--- config.mk ---
export PLATFORM = sky130hd
export DESIGN_NAME = ser_master_rd
export DESIGN_NICKNAME = d
export VERILOG_FILES = /design/src/rtl/ser_rd_pkg.sv /design/src/rtl/ser_rate_sel.sv /design/src/rtl/ser_edge_gen.sv /design/src/rtl/ser_shift_reg.sv /design/src/rtl/ser_master_rd.sv
export SDC_FILE = /design/constraint.sdc
export NUM_CORES = 1
export LEC_CHECK = 0
export CORE_ASPECT_RATIO = 1.1
export CORE_MARGIN = 5
export CORE_UTILIZATION = 50
export DETAILED_ROUTE_END_ITERATION = 7
export GPL_TIMING_DRIVEN = 0
export PLACE_DENSITY_LB_ADDON = 0.15
export SETUP_SLACK_MARGIN = 0.05
export SYNTH_ARGS = -nofsm -noshare
export SYNTH_HDL_FRONTEND = slang
export SYNTH_HIERARCHICAL = 1
export SYNTH_SLANG_ARGS = --single-unit
--- constraint.sdc ---
create_clock -name clk -period 2 [get_ports clk]
set_clock_uncertainty 0.1 [all_clocks]
set_input_delay 0.2 -clock clk [delete_from_list [all_inputs] [get_ports clk]]
set_output_delay 0.2 -clock clk [all_outputs]
set_load 0.02 [all_outputs]
--- src/rtl/ser_rd_pkg.sv ---
package ser_rd_pkg;

    typedef enum logic [2:0] {
        ST_IDLE,
        ST_WAIT,
        ST_LEAD,
        ST_SHIFT,
        ST_TAIL,
        ST_REL
    } rd_state_e;

endpackage

--- src/rtl/ser_rate_sel.sv ---
module ser_rate_sel #(
    parameter int SEL_W = 2,
    parameter int CNT_W = 3
) (
    input  logic [SEL_W-1:0] div_sel,
    input  logic             force_fast,
    output logic [CNT_W-1:0] cnt_max
);

    logic [SEL_W-1:0] sel_eff;
    logic [CNT_W:0]   span;

    always_comb begin
        sel_eff = force_fast ? '0 : div_sel;
        span    = ({{CNT_W{1'b0}}, 1'b1} << sel_eff) - 1'b1;
        cnt_max = span[CNT_W-1:0];
    end

endmodule

--- src/rtl/ser_edge_gen.sv ---
module ser_edge_gen #(
    parameter int CNT_W     = 3,
    parameter int HALF_W    = 5,
    parameter int LAST_HALF = 31
) (
    input  logic             clk,
    input  logic             rst_n,
    input  logic             run,
    input  logic [CNT_W-1:0] cnt_max,
    output logic             shift_tick,
    output logic             last_tick,
    output logic             sclk_lvl
);

    logic [CNT_W-1:0]  cnt_d, cnt_q;
    logic [HALF_W-1:0] half_d, half_q;
    logic              half_end;

    always_comb begin
        half_end   = run && (cnt_q == cnt_max);
        cnt_d      = cnt_q;
        half_d     = half_q;
        if (!run) begin
            cnt_d  = '0;
            half_d = '0;
        end else if (half_end) begin
            cnt_d  = '0;
            half_d = half_q + 1'b1;
        end else begin
            cnt_d  = cnt_q + 1'b1;
        end
        sclk_lvl   = run && half_q[0];
        last_tick  = half_end && (half_q == HALF_W'(LAST_HALF));
        shift_tick = half_end && half_q[0] && (half_q != HALF_W'(LAST_HALF));
    end

    always_ff @(posedge clk) begin
        if (!rst_n) begin
            cnt_q  <= '0;
            half_q <= '0;
        end else begin
            cnt_q  <= cnt_d;
            half_q <= half_d;
        end
    end

    AST_HALF_HOLD: assert property (@(posedge clk) disable iff (!rst_n)
        (run && cnt_q != '0) |-> $stable(sclk_lvl));

endmodule

--- src/rtl/ser_shift_reg.sv ---
module ser_shift_reg #(
    parameter int DATA_W = 16
) (
    input  logic              clk,
    input  logic              rst_n,
    input  logic              load,
    input  logic [DATA_W-1:0] load_val,
    input  logic              shift_en,
    output logic              msb
);

    logic [DATA_W-1:0] sh_d, sh_q;

    always_comb begin
        sh_d = sh_q;
        if (load)
            sh_d = load_val;
        else if (shift_en)
            sh_d = {sh_q[DATA_W-2:0], 1'b0};
        msb = sh_q[DATA_W-1];
    end

    always_ff @(posedge clk) begin
        if (!rst_n)
            sh_q <= '0;
        else
            sh_q <= sh_d;
    end

    AST_SHIFT_MOVES: assert property (@(posedge clk) disable iff (!rst_n)
        (shift_en && !load) |=> (msb == $past(sh_q[DATA_W-2])));

endmodule

--- src/rtl/ser_master_rd.sv ---
module ser_master_rd
    import ser_rd_pkg::*;
#(
    parameter int DATA_W   = 16,
    parameter int SEL_W    = 2,
    parameter int SYNC_DLY = 4
) (
    input  logic              clk,
    input  logic              rst_n,
    input  logic              cs_n,
    input  logic              conv_start,
    input  logic              conv_done,
    input  logic [DATA_W-1:0] result_i,
    input  logic              rd_during,
    input  logic [SEL_W-1:0]  div_sel,
    input  logic              sync_inv,
    input  logic              sclk_inv,
    output logic              sync_o,
    output logic              sclk_o,
    output logic              sdout_o,
    output logic              sync_oe,
    output logic              sclk_oe,
    output logic              sdout_oe,
    output logic              hold_busy_o
);

    localparam int CNT_W     = (1 << SEL_W) - 1;
    localparam int LAST_HALF = 2 * DATA_W - 1;
    localparam int HALF_W    = $clog2(2 * DATA_W);
    localparam int DLY_W     = $clog2(SYNC_DLY + 1);

    typedef struct packed {
        rd_state_e         st;
        logic              during;
        logic [CNT_W-1:0]  cmax;
        logic [DLY_W-1:0]  dly;
        logic [DATA_W-1:0] res;
    } rd_regs_t;

    rd_regs_t          q, d;
    logic              load;
    logic [DATA_W-1:0] load_val;
    logic [CNT_W-1:0]  rate_cmax;
    logic              shift_tick, last_tick, sclk_lvl, sh_msb;
    logic              sync_act, in_frame, run;

    ser_rate_sel #(.SEL_W(SEL_W), .CNT_W(CNT_W)) rate_i (
        .div_sel   (div_sel),
        .force_fast(rd_during),
        .cnt_max   (rate_cmax)
    );

    ser_edge_gen #(.CNT_W(CNT_W), .HALF_W(HALF_W), .LAST_HALF(LAST_HALF)) edge_i (
        .clk       (clk),
        .rst_n     (rst_n),
        .run       (run),
        .cnt_max   (q.cmax),
        .shift_tick(shift_tick),
        .last_tick (last_tick),
        .sclk_lvl  (sclk_lvl)
    );

    ser_shift_reg #(.DATA_W(DATA_W)) shreg_i (
        .clk     (clk),
        .rst_n   (rst_n),
        .load    (load),
        .load_val(load_val),
        .shift_en(shift_tick),
        .msb     (sh_msb)
    );

    always_comb begin
        d        = q;
        load     = 1'b0;
        load_val = result_i;
        if (conv_done)
            d.res = result_i;
        unique case (q.st)
            ST_IDLE: begin
                if (rd_during && conv_start) begin
                    d.st     = (SYNC_DLY == 0) ? ST_LEAD : ST_WAIT;
                    d.during = 1'b1;
                    d.cmax   = rate_cmax;
                    d.dly    = '0;
                    load     = 1'b1;
                    load_val = q.res;
                end else if (!rd_during && conv_done) begin
                    d.st     = ST_LEAD;
                    d.during = 1'b0;
                    d.cmax   = rate_cmax;
                    load     = 1'b1;
                    load_val = result_i;
                end
            end
            ST_WAIT: begin
                d.dly = q.dly + 1'b1;
                if (q.dly == DLY_W'(SYNC_DLY - 1))
                    d.st = ST_LEAD;
            end
            ST_LEAD:  d.st = ST_SHIFT;
            ST_SHIFT: if (last_tick) d.st = ST_TAIL;
            ST_TAIL:  d.st = q.during ? ST_IDLE : ST_REL;
            ST_REL:   d.st = ST_IDLE;
            default:  d.st = ST_IDLE;
        endcase

        run         = (q.st == ST_SHIFT);
        in_frame    = (q.st == ST_LEAD) || (q.st == ST_SHIFT) || (q.st == ST_TAIL);
        sync_act    = in_frame;
        hold_busy_o = !q.during && (in_frame || q.st == ST_REL);
        sync_o      = sync_act ^ sync_inv;
        sclk_o      = sclk_lvl ^ sclk_inv;
        sdout_o     = in_frame && sh_msb;
        sync_oe     = !cs_n;
        sclk_oe     = !cs_n;
        sdout_oe    = !cs_n;
    end

    always_ff @(posedge clk) begin
        if (!rst_n) begin
            q.st     <= ST_IDLE;
            q.during <= 1'b0;
            q.cmax   <= '0;
            q.dly    <= '0;
            q.res    <= '0;
        end else begin
            q <= d;
        end
    end

    AST_TAIL_FOLLOWS_LAST: assert property (@(posedge clk) disable iff (!rst_n)
        (q.st == ST_SHIFT && last_tick) |=> (sync_act && !sclk_lvl));

    AST_BUSY_PAST_SYNC: assert property (@(posedge clk) disable iff (!rst_n)
        ($fell(sync_act) && !q.during) |-> hold_busy_o);

    AST_LEAD_AFTER_WAIT: assert property (@(posedge clk) disable iff (!rst_n)
        (q.st == ST_LEAD && q.during) |-> ($past(q.st) == ST_WAIT));

    AST_NO_RETRIGGER: assert property (@(posedge clk) disable iff (!rst_n)
        (q.st == ST_SHIFT && !last_tick) |=> (q.st == ST_SHIFT));

endmodule

## Word-level counts from Yosys, hierarchy flattened

Cells that the tools add are included.

| operators by class | value |
|---|---|
| reduce and logical (&&, ||, !) cells | 24 |
| add/sub/neg operators | 4 |
| muxes and demuxes | 16 |
| bitwise logic cells | 4 |
| shifts and indexed selects | 1 |
| equality and inequality tests | 13 |

Operators by type and width:

| kind | count |
|---|---|
| 2-to-1 mux 16 bit | 4 |
| one-hot mux 3 bit (5 select lines) | 1 |
| 2-to-1 mux 7 bit | 2 |
| 2-to-1 mux 3 bit | 4 |
| == test 3 x 2 -> 1 bit, second input constant | 3 |
| logical AND 1 bit | 9 |
| adder 3 x 1 -> 3 bit, second input constant | 2 |
| == test 3 bit, second input constant | 2 |
| != test 2 bit, second input constant | 3 |
| one-hot mux 3 bit (2 select lines) | 1 |
| AND reduction 2 bit | 3 |
| nonzero test 2 bit | 3 |
| adder 5 x 1 -> 5 bit, second input constant | 1 |
| == test 5 bit, second input constant | 1 |
| != test 5 bit, second input constant | 1 |
| == test 3 x 1 -> 1 bit, second input constant | 1 |
| == test 3 bit | 1 |
| zero test 1 bit | 3 |
| zero test 3 bit | 1 |
| logical OR 1 bit | 3 |
| 2-to-1 mux 1 bit | 3 |
| != test 3 bit, second input constant | 1 |
| AND reduction 3 bit | 1 |
| OR reduction 3 bit | 1 |
| other kinds (5) | 7 |

| word-level totals | value |
|---|---|
| logic and storage cells | 70 |
| output and inout port bits | 7 |
| flip-flop bits (word level) | 50 |

## Logic depth before layout (Yosys ltp)

Gate-level depths: netlist of the first run.

| logic depth | value |
|---|---|
| depth after elaboration | 6 |
| gate-level depth with buffers | 8 |
| depth with buffers taken out | 7 |

## Hierarchy

The synthesis of the first run kept the hierarchy.

Modules (own cells, without submodules):

| module | area an instance (um^2) | sequential area each (um^2) | cells each | instances |
|---|---|---|---|---|
| ser_master_rd | 1446.4 | 520.5 | 136 | 1 |
| ser_shift_reg | 842.1 | 320.3 | 70 | 1 |
| ser_edge_gen | 478.0 | 160.2 | 46 | 1 |
| ser_rate_sel | 28.8 | 0.0 | 3 | 1 |

## Worst setup path after synthesis of the first run

OpenSTA, ideal clock, no wires.

| path | value |
|---|---|
| path kind | reg-to-reg |
| start | reg edge_i.half_q[0] |
| end | reg shreg_i.sh_q[10] |
| path slack | -0.024 ns |
| required time | 1.784 ns |
| data arrival time | 1.807 ns |
| cell stages (with the launch flop) | 9 |
| path buffers | 2 |
| cells stage by stage | dfxtp_1 > ha_1 > and3_1 > ha_1 > and3b_1 > buf_6 > buf_12 > mux2_4 > o211a_1 |

| on the way | value |
|---|---|
| cells in the longest elaborated chain, start to end | 3 |
| elaborated cells on any way between the ends | 4 |

RTL lines:

| element | RTL line | RTL |
|---|---|---|
| start, declared | ser_edge_gen.sv:16 | `logic [HALF_W-1:0] half_d, half_q;` |
| start signal, assigned | ser_edge_gen.sv:43 | `half_q <= half_d;` |
| != test 5 bit / logical AND 1 bit (equally long branches) | ser_edge_gen.sv:34 | `shift_tick = half_end && half_q[0] && (half_q != HALF_W'(LAST_HALF));` |
| logical AND 1 bit (*) | ser_edge_gen.sv:34 |  |
| named net shift_tick | ser_master_rd.sv:44 | `logic shift_tick, last_tick, sclk_lvl, sh_msb;` |
| nonzero test 2 bit (no source line) (*) | - |  |
| end signal, assigned | ser_shift_reg.sv:25 | `sh_q <= '0;` |
| end signal, assigned | ser_shift_reg.sv:27 | `sh_q <= sh_d;` |
| end, declared | ser_shift_reg.sv:12 | `logic [DATA_W-1:0] sh_d, sh_q;` |

Mark *: on every way through the listed nets, which the timed path passes. The rest lies on a longest branch.
A chain may end at the register's enable or synchronous reset.

## Worst setup path in the final report of the first run

| path | value |
|---|---|
| start | reg edge_i.half_q[1] |
| end | reg shreg_i.sh_q[6] |

| on the way | value |
|---|---|
| cells in the longest elaborated chain, start to end | 3 |

RTL lines:

| element | RTL line |
|---|---|
| != test 5 bit | ser_edge_gen.sv:34 |
| logical AND 1 bit | ser_edge_gen.sv:34 |
| named net shift_tick | ser_master_rd.sv:44 |
| nonzero test 2 bit (no source line) | - |

The timed path passes the listed nets, and every way through them passes these cells.

==> results of run 1 <==
[stage by stage]
| step | TNS, ns | worst slack, ns |
|---|---|---|
| finish | -0.763 | -0.104 |
| global route | -1.79 | -0.179 |
| CTS | -0.832 | -0.0783 |
| detailed placement | -3.70 | -0.257 |
| global placement | -3.85 | -0.289 |
| floorplan | 0 | 0.0108 |
[cell type report]
| type | count | area (µm²) | area share |
|---|---|---|---|
| clock inverters | 1 | 30.0 | 0.00846 |
| multi-input cells | 183 | 1690 | 0.475 |
| flip-flops and latches | 50 | 1010 | 0.286 |
| clock buffers | 6 | 82.6 | 0.0233 |
| inverters | 5 | 18.8 | 0.00529 |
| well taps | 75 | 93.8 | 0.0264 |
| repair buffers | 49 | 470 | 0.133 |
| plain buffers | 17 | 154 | 0.0434 |
[where the power goes]
group	total [µW]	switching [µW]	internal [µW]
logic	547	234	313
registers	1110	41.0	1070
clock network	726	325	401
[worst max-delay path: stages (launching register included)]
cell,delay [ns]
dfxtp_2,0.35
ha_4,0.15
and3_4,0.18
ha_4,0.16
and3b_1,0.22
buf_6,0.12
buf_12,0.11
buf_12,0.11
mux2_4,0.30
o211a_1,0.21
[state kept, by name, indices dropped and copies added, names as in the netlist]
register,count
shreg_i/sh_q,16
q,26
edge_i/cnt_q,3
edge_i/half_q,5
[cell usage after synthesis, types with 2 or more instances]
cell type	instances	area [µm²]
a21oi_1	4	20.0
and2_1	2	12.5
and3_1	3	18.8
and3b_2	2	20.0
buf_12	3	60.1
buf_2	2	10.0
buf_4	4	30.0
buf_6	3	33.8
clkbuf_1	5	18.8
dfxtp_1	50	1000
ha_1	6	75.1
inv_1	4	15.0
mux2_2	6	67.6
mux2_4	25	375
mux2i_1	24	240
nand2_1	14	52.6
nand2b_1	20	125
nand3_1	3	15.0
nand4_1	4	25.0
nor2_1	19	71.3
o211a_1	15	150
o22ai_1	2	12.5
o31ai_1	2	15.0
or3b_1	2	17.5
xnor2_1	5	43.8
xor2_1	2	17.5
xor2_2	2	32.5
[kinds of logic after synthesis]
group,synth area share
flip-flops,0.358
XOR/XNOR,0.0336
multiplexers,0.244
buffers and inverters,0.0613
AO/OA/AOI/OAI,0.102
adder cells (fa/ha/maj),0.0269
AND/OR/NAND/NOR,0.174
[routing by layer]
layer / vias up / GRT usage / wire (µm)
li1: 1012 / - / -
met1: 958 / 0.228 / 2630
met2: 31 / 0.277 / 2600
met3: 4 / 0.0346 / 188
met4: 0 / 0.0323 / 40
met5: - / 0 / 0
[timing repair]
action / 4_1_cts / 5_1_grt
pin swaps: 9 / 4
endpoints found under the setup margin: 20 / 21
cloned: 1 / 0
resized for setup: 17 / 14
buffers inserted: 13 / 5
[path summary, 6_finish.rpt]
check	from	slack [ns]	depth (start not counted)	end
setup reg to reg	edge_i/half_q[1]	-0.10	9	shreg_i/sh_q[6]
setup / recovery	edge_i/half_q[1]	-0.10	9	shreg_i/sh_q[6]
hold / removal	conv_done	0.16	3	q[6]
hold reg to reg	edge_i/half_q[3]	0.38	2	edge_i/half_q[3]
==> metrics, run 1 <==
Root Driver=clkbuf_8; Async SR Flop Fraction=0; Final Power=2380 µW; failing checks=setup timing; Unique masters post-synth=49; Post-DP Area=3210 µm²; Hold Buf Count CTS=0; crit path DAT=2.20 ns; Power Density=671 nW/µm²; status=finished, violations left; FILL cells=470; RSZ-0062 raised after global routing=yes; Yosys reg bits=50; Nets=343; period utilization=1.05; Total GRT Usage=0.168; total grt overflow=0; Hold Path Class=in -> reg; Area growth syn-to-layout=27.0%; WS Path Type=reg -> reg; crit path max fanout=5; register area share after synthesis=0.358; Syn. warnings=6; DRC Markers=0; first-pass GRT wire length=9400 µm; worst hold margin=0.158 ns; Gate Count Post-Synth=255; Tightest Pin Transition=0.623 ns; clk buf depth=2; most common cell after layout, fill and taps aside=dfxtp_1; most frequent cells in the layout=dfxtp_1, mux2_4, clkdlybuf4s50_1, mux2i_1, nand2b_1; Worst Setup End Kind=flop; antenna violations before repair=0; vias in the first global route=1982; final WL=5460 µm; CTS tree=yes; Port Buffers=31; final core occ=0.658; die width=81.3 µm; Synth Net Count=287; Die Ht=88.4 µm; dpl cells=361; First-pass DRT Iterations=4; P_leak=0.00163 µW; DR vias/cell=5.19; Fin. Hold Viols=0; Rows=28; fin crit period=2.10 ns; syn_area_per_cell=11.0 µm²; Post-synth top flop=dfxtp_1; Initial Util=0.518; Setup violations, final=11; max_cap viols=0; clk_lat worst skew=0.30 ns; DIE AREA=7190 µm²; EDFF count, synth=0; # diodes=0; ANT nets after route=0; post-route insts no fill=386; Final Cell Area=3550 µm²; gp weighted congestion=0.810; post-DP HPWL=3750 µm; number of DRC markers in iteration 0=54; largest net degree at the start of global routing=16; Vias=2005; Slew Limit Fails=0; Rel. slew slack=0.583; H-tree depth=2; Peak supply drop=447 µV; clk sinks=50; post-route setup slack=-0.104 ns; WP data required=2.09 ns; share of cells above drive strength 1=0.331; Mapped Area=2800 µm²; fmax=0.475 GHz; drt wl/cell=14.1 µm; Startpoint Class=flop; clock transition at the registers of the reported paths=0.09 ns; cts bufs inserted=5; # IOs=33; Floorplan Core Area=5400 µm²
Note: power is estimated with default switching activity, not from simulation.
==> run 2, diff against run 1 <==
--- a/config.mk
+++ b/config.mk
@@ -10,8 +10,10 @@
 export CORE_UTILIZATION = 50
 export DETAILED_ROUTE_END_ITERATION = 7
 export GPL_TIMING_DRIVEN = 0
+export HOLD_SLACK_MARGIN = 0.06
 export PLACE_DENSITY_LB_ADDON = 0.15
 export SETUP_SLACK_MARGIN = 0.05
+export SLEW_MARGIN = 20
 export SYNTH_ARGS = -nofsm -noshare
 export SYNTH_HDL_FRONTEND = slang
 export SYNTH_HIERARCHICAL = 1
==> results of run 2 <==
The final DEF is identical to that of run 1; final timing and power are the same.
==> run 3, diff against run 2 <==
--- a/config.mk
+++ b/config.mk
@@ -5,8 +5,9 @@
 export SDC_FILE = /design/constraint.sdc
 export NUM_CORES = 1
 export LEC_CHECK = 0
+export CAP_MARGIN = 20
 export CORE_ASPECT_RATIO = 1.1
-export CORE_MARGIN = 5
+export CORE_MARGIN = 2
 export CORE_UTILIZATION = 50
 export DETAILED_ROUTE_END_ITERATION = 7
 export GPL_TIMING_DRIVEN = 0
==> run 3 against run 2 <==
  * The run still ends with setup timing left
  * Worst hold slack worse by 0.0067 ns
  * Core utilization down 0.72 points
  * Maximum frequency up 1.3%
  * Power down 5.2%
  * Cell count down 0.26%
  * Critical endpoint is now shreg_i/sh_q[12]
  * Highest routed layer unchanged
==> metrics, run 3 (synthesis gave the netlist of run 1 again) <==
status=finished, violations left; failing checks=setup timing; Startpoint Class=flop; WP data required=2.10 ns (about the same); gp weighted congestion=0.854 (+5.5%); Power Density=643 nW/µm² (-4.1%); final core occ=0.651 (-0.00719); Largest regs=q: 26 flops, shreg_i/sh_q: 16 flops, edge_i/half_q: 5 flops; fmax=0.482 GHz (+1.3%); first-pass GRT wire length=8680 µm (-7.7%); Vias=1992 (-0.65%); post-DP HPWL=3690 µm (-1.5%); Tightest Pin Transition=0.663 ns (+0.0403 ns); Floorplan Core Area=5400 µm² (unchanged); share of cells above drive strength 1=0.323 (-0.00861); cts bufs inserted=5 (unchanged); Worst Reg-to-Reg Cells=9 (unchanged); Fin. Hold Viols=0 (unchanged); post-route setup slack=-0.0768 ns (+0.0274 ns); total grt overflow=0 (unchanged); Area growth syn-to-layout=25.6%; register share of total power=0.492 (+0.026); number of DRC markers in iteration 0=71 (+31%); reg2reg start=edge_i/half_q[1]; # IOs=33 (unchanged); Peak supply drop=340 µV (-24%); Root Driver=clkbuf_8; Die Ht=82.4 µm (-6.8%); Setup violations, final=10 (-1); R2R Path End=shreg_i/sh_q[12]; clock transition at the registers of the reported paths=0.09 ns (about the same); DIE AREA=6210 µm² (-14%); P_leak=0.00161 µW (-1.5%); WS Path Type=reg -> reg; ANT nets after route=0 (unchanged); Hold Path Class=in -> reg; RSZ-0062 raised after global routing=yes; NetSw=598 µW (-0.46%); Biggest register=q; CTS tree=yes; logic gate share of total power=0.241 (+0.011); max FFs per register=26 (unchanged); period utilization=1.04 (-0.0137); power share of the clock group=0.267 (-0.038); WHS Endpoint=q[4]; # diodes=0 (unchanged); Total GRT Usage=0.185 (+0.0171); crit path DAT=2.18 ns (-0.02 ns); First-pass DRT Iterations=4 (unchanged); Int Power=1660 µW (-6.8%); H-tree depth=2 (unchanged); Rows=28 (unchanged); antenna violations before repair=0 (unchanged); Final Power=2260 µW (-5.2%); register-to-register setup slack=-0.08 ns (+0.03 ns); Initial Util=0.518 (unchanged); Slew Limit Fails=0 (unchanged); clk sinks=50 (unchanged); max_cap viols=0 (unchanged); clk buf depth=2 (unchanged); largest net degree at the start of global routing=16 (unchanged); Port Buffers=31 (unchanged); clk_lat worst skew=0.30 ns (about the same); hold depth=3 (unchanged); drt wl/cell=14.0 µm (-1.0%); die width=75.3 µm (-7.4%); Worst Setup End Kind=flop; vias in the first global route=1883 (-5.0%); switching part of the total=0.265 (+0.0126); Rel. slew slack=0.556 (-0.0270); crit path max fanout=5 (unchanged); hold_sp=conv_done; FILL cells=480 (+2.1%); final WL=5390 µm (-1.3%); fin crit period=2.08 ns (-0.0274 ns); DR vias/cell=5.17 (-0.39%); DRC Markers=0 (unchanged); most frequent cells in the layout=dfxtp_1, clkdlybuf4s50_1, mux2_4, mux2i_1, nand2b_1; most common cell after layout, fill and taps aside=dfxtp_1; Nets=341 (-0.58%)
[run 3: cell types whose count changed in the layout (fill, tap and decap cells not counted), moves of 2 or more]
cell    previous run  this run
mux2_2             2         5
mux2_4            29        26
buf_4             19        17
xor2_2             3         1
xor2_4             0         2
[run 3: routing by layer]
layer	share of wire	global-route usage
met5	0	0
met4	0.0069	0.0526
met3	0.028	0.0388
met2	0.48	0.307
met1	0.49	0.242
[run 3: how the worst max path moves through the flow]
stage	end	slack (ns)	start
6_report	shreg_i/sh_q[12]	-0.08	edge_i/half_q[1]
5_1_grt	shreg_i/sh_q[12]	-0.15	edge_i/half_q[0]
4_1_cts	shreg_i/sh_q[8]	-0.1	edge_i/half_q[0]
3_5_place_dp	shreg_i/sh_q[6]	-0.28	rd_during
3_3_place_gp	shreg_i/sh_q[7]	-0.29	rd_during
2_1_floorplan	shreg_i/sh_q[10]	0.01	edge_i/cnt_q[1]
[run 3: repair_timing]
| item | in CTS | in global routing |
|---|---|---|
| buffers inserted | 9 | 7 |
| hold buffers | 0 | 0 |
| gates resized for setup | 18 | 11 |
| gates cloned | 1 | 0 |
| pin swaps | 4 | 8 |
| hold endpoints to repair | 0 | 0 |
| setup endpoints to repair | 20 | 20 |
[run 3: final cells by class]
cell class / count / area (µm²) / share of cell area
buffer: 17 / 158 / 0.0449
clock buffer: 7 / 86.3 / 0.0246
clock inverter: 1 / 5.00 / 0.00143
inverter: 5 / 18.8 / 0.00535
multi-input combinational: 183 / 1690 / 0.482
sequential: 50 / 1010 / 0.289
tap: 75 / 93.8 / 0.0267
timing repair buffer: 47 / 443 / 0.126
[run 3: power by group through the flow]
stage / combinational, µW / clock, µW / sequential [µW]
after floorplan: 379 / 0 / 1120
after global placement: 511 / 0 / 1130
after detailed placement: 516 / 0 / 1130
after CTS: 528 / 626 / 1110
after global routing: 587 / 668 / 1120
final: 545 / 603 / 1110
[run 3: stage by stage]
stage / setup WS (ns) / cell area, µm² / cells / hold WS (ns) / setup TNS (ns)
3_3_place_gp: -0.290 / 3210 / 361 / 0.355 / -3.76
4_1_cts: -0.0973 / 3460 / 379 / 0.144 / -1.00
5_1_grt: -0.153 / 3510 / 385 / 0.158 / -1.23
6_report: -0.0768 / 3510 / 385 / 0.151 / -0.458
2_1_floorplan: 0.0108 / 2810 / 255 / 0.233 / 0
3_5_place_dp: -0.281 / 3210 / 361 / 0.381 / -3.87
[run 3: critical path: stages, from the launching register on]
cell and delay (ns):
dfxtp_2 0.35, ha_4 0.15, and3_4 0.17, ha_4 0.15, and3b_1 0.21, buf_6 0.12
buf_12 0.10, buf_12 0.11, mux2_4 0.29, o211a_1 0.22
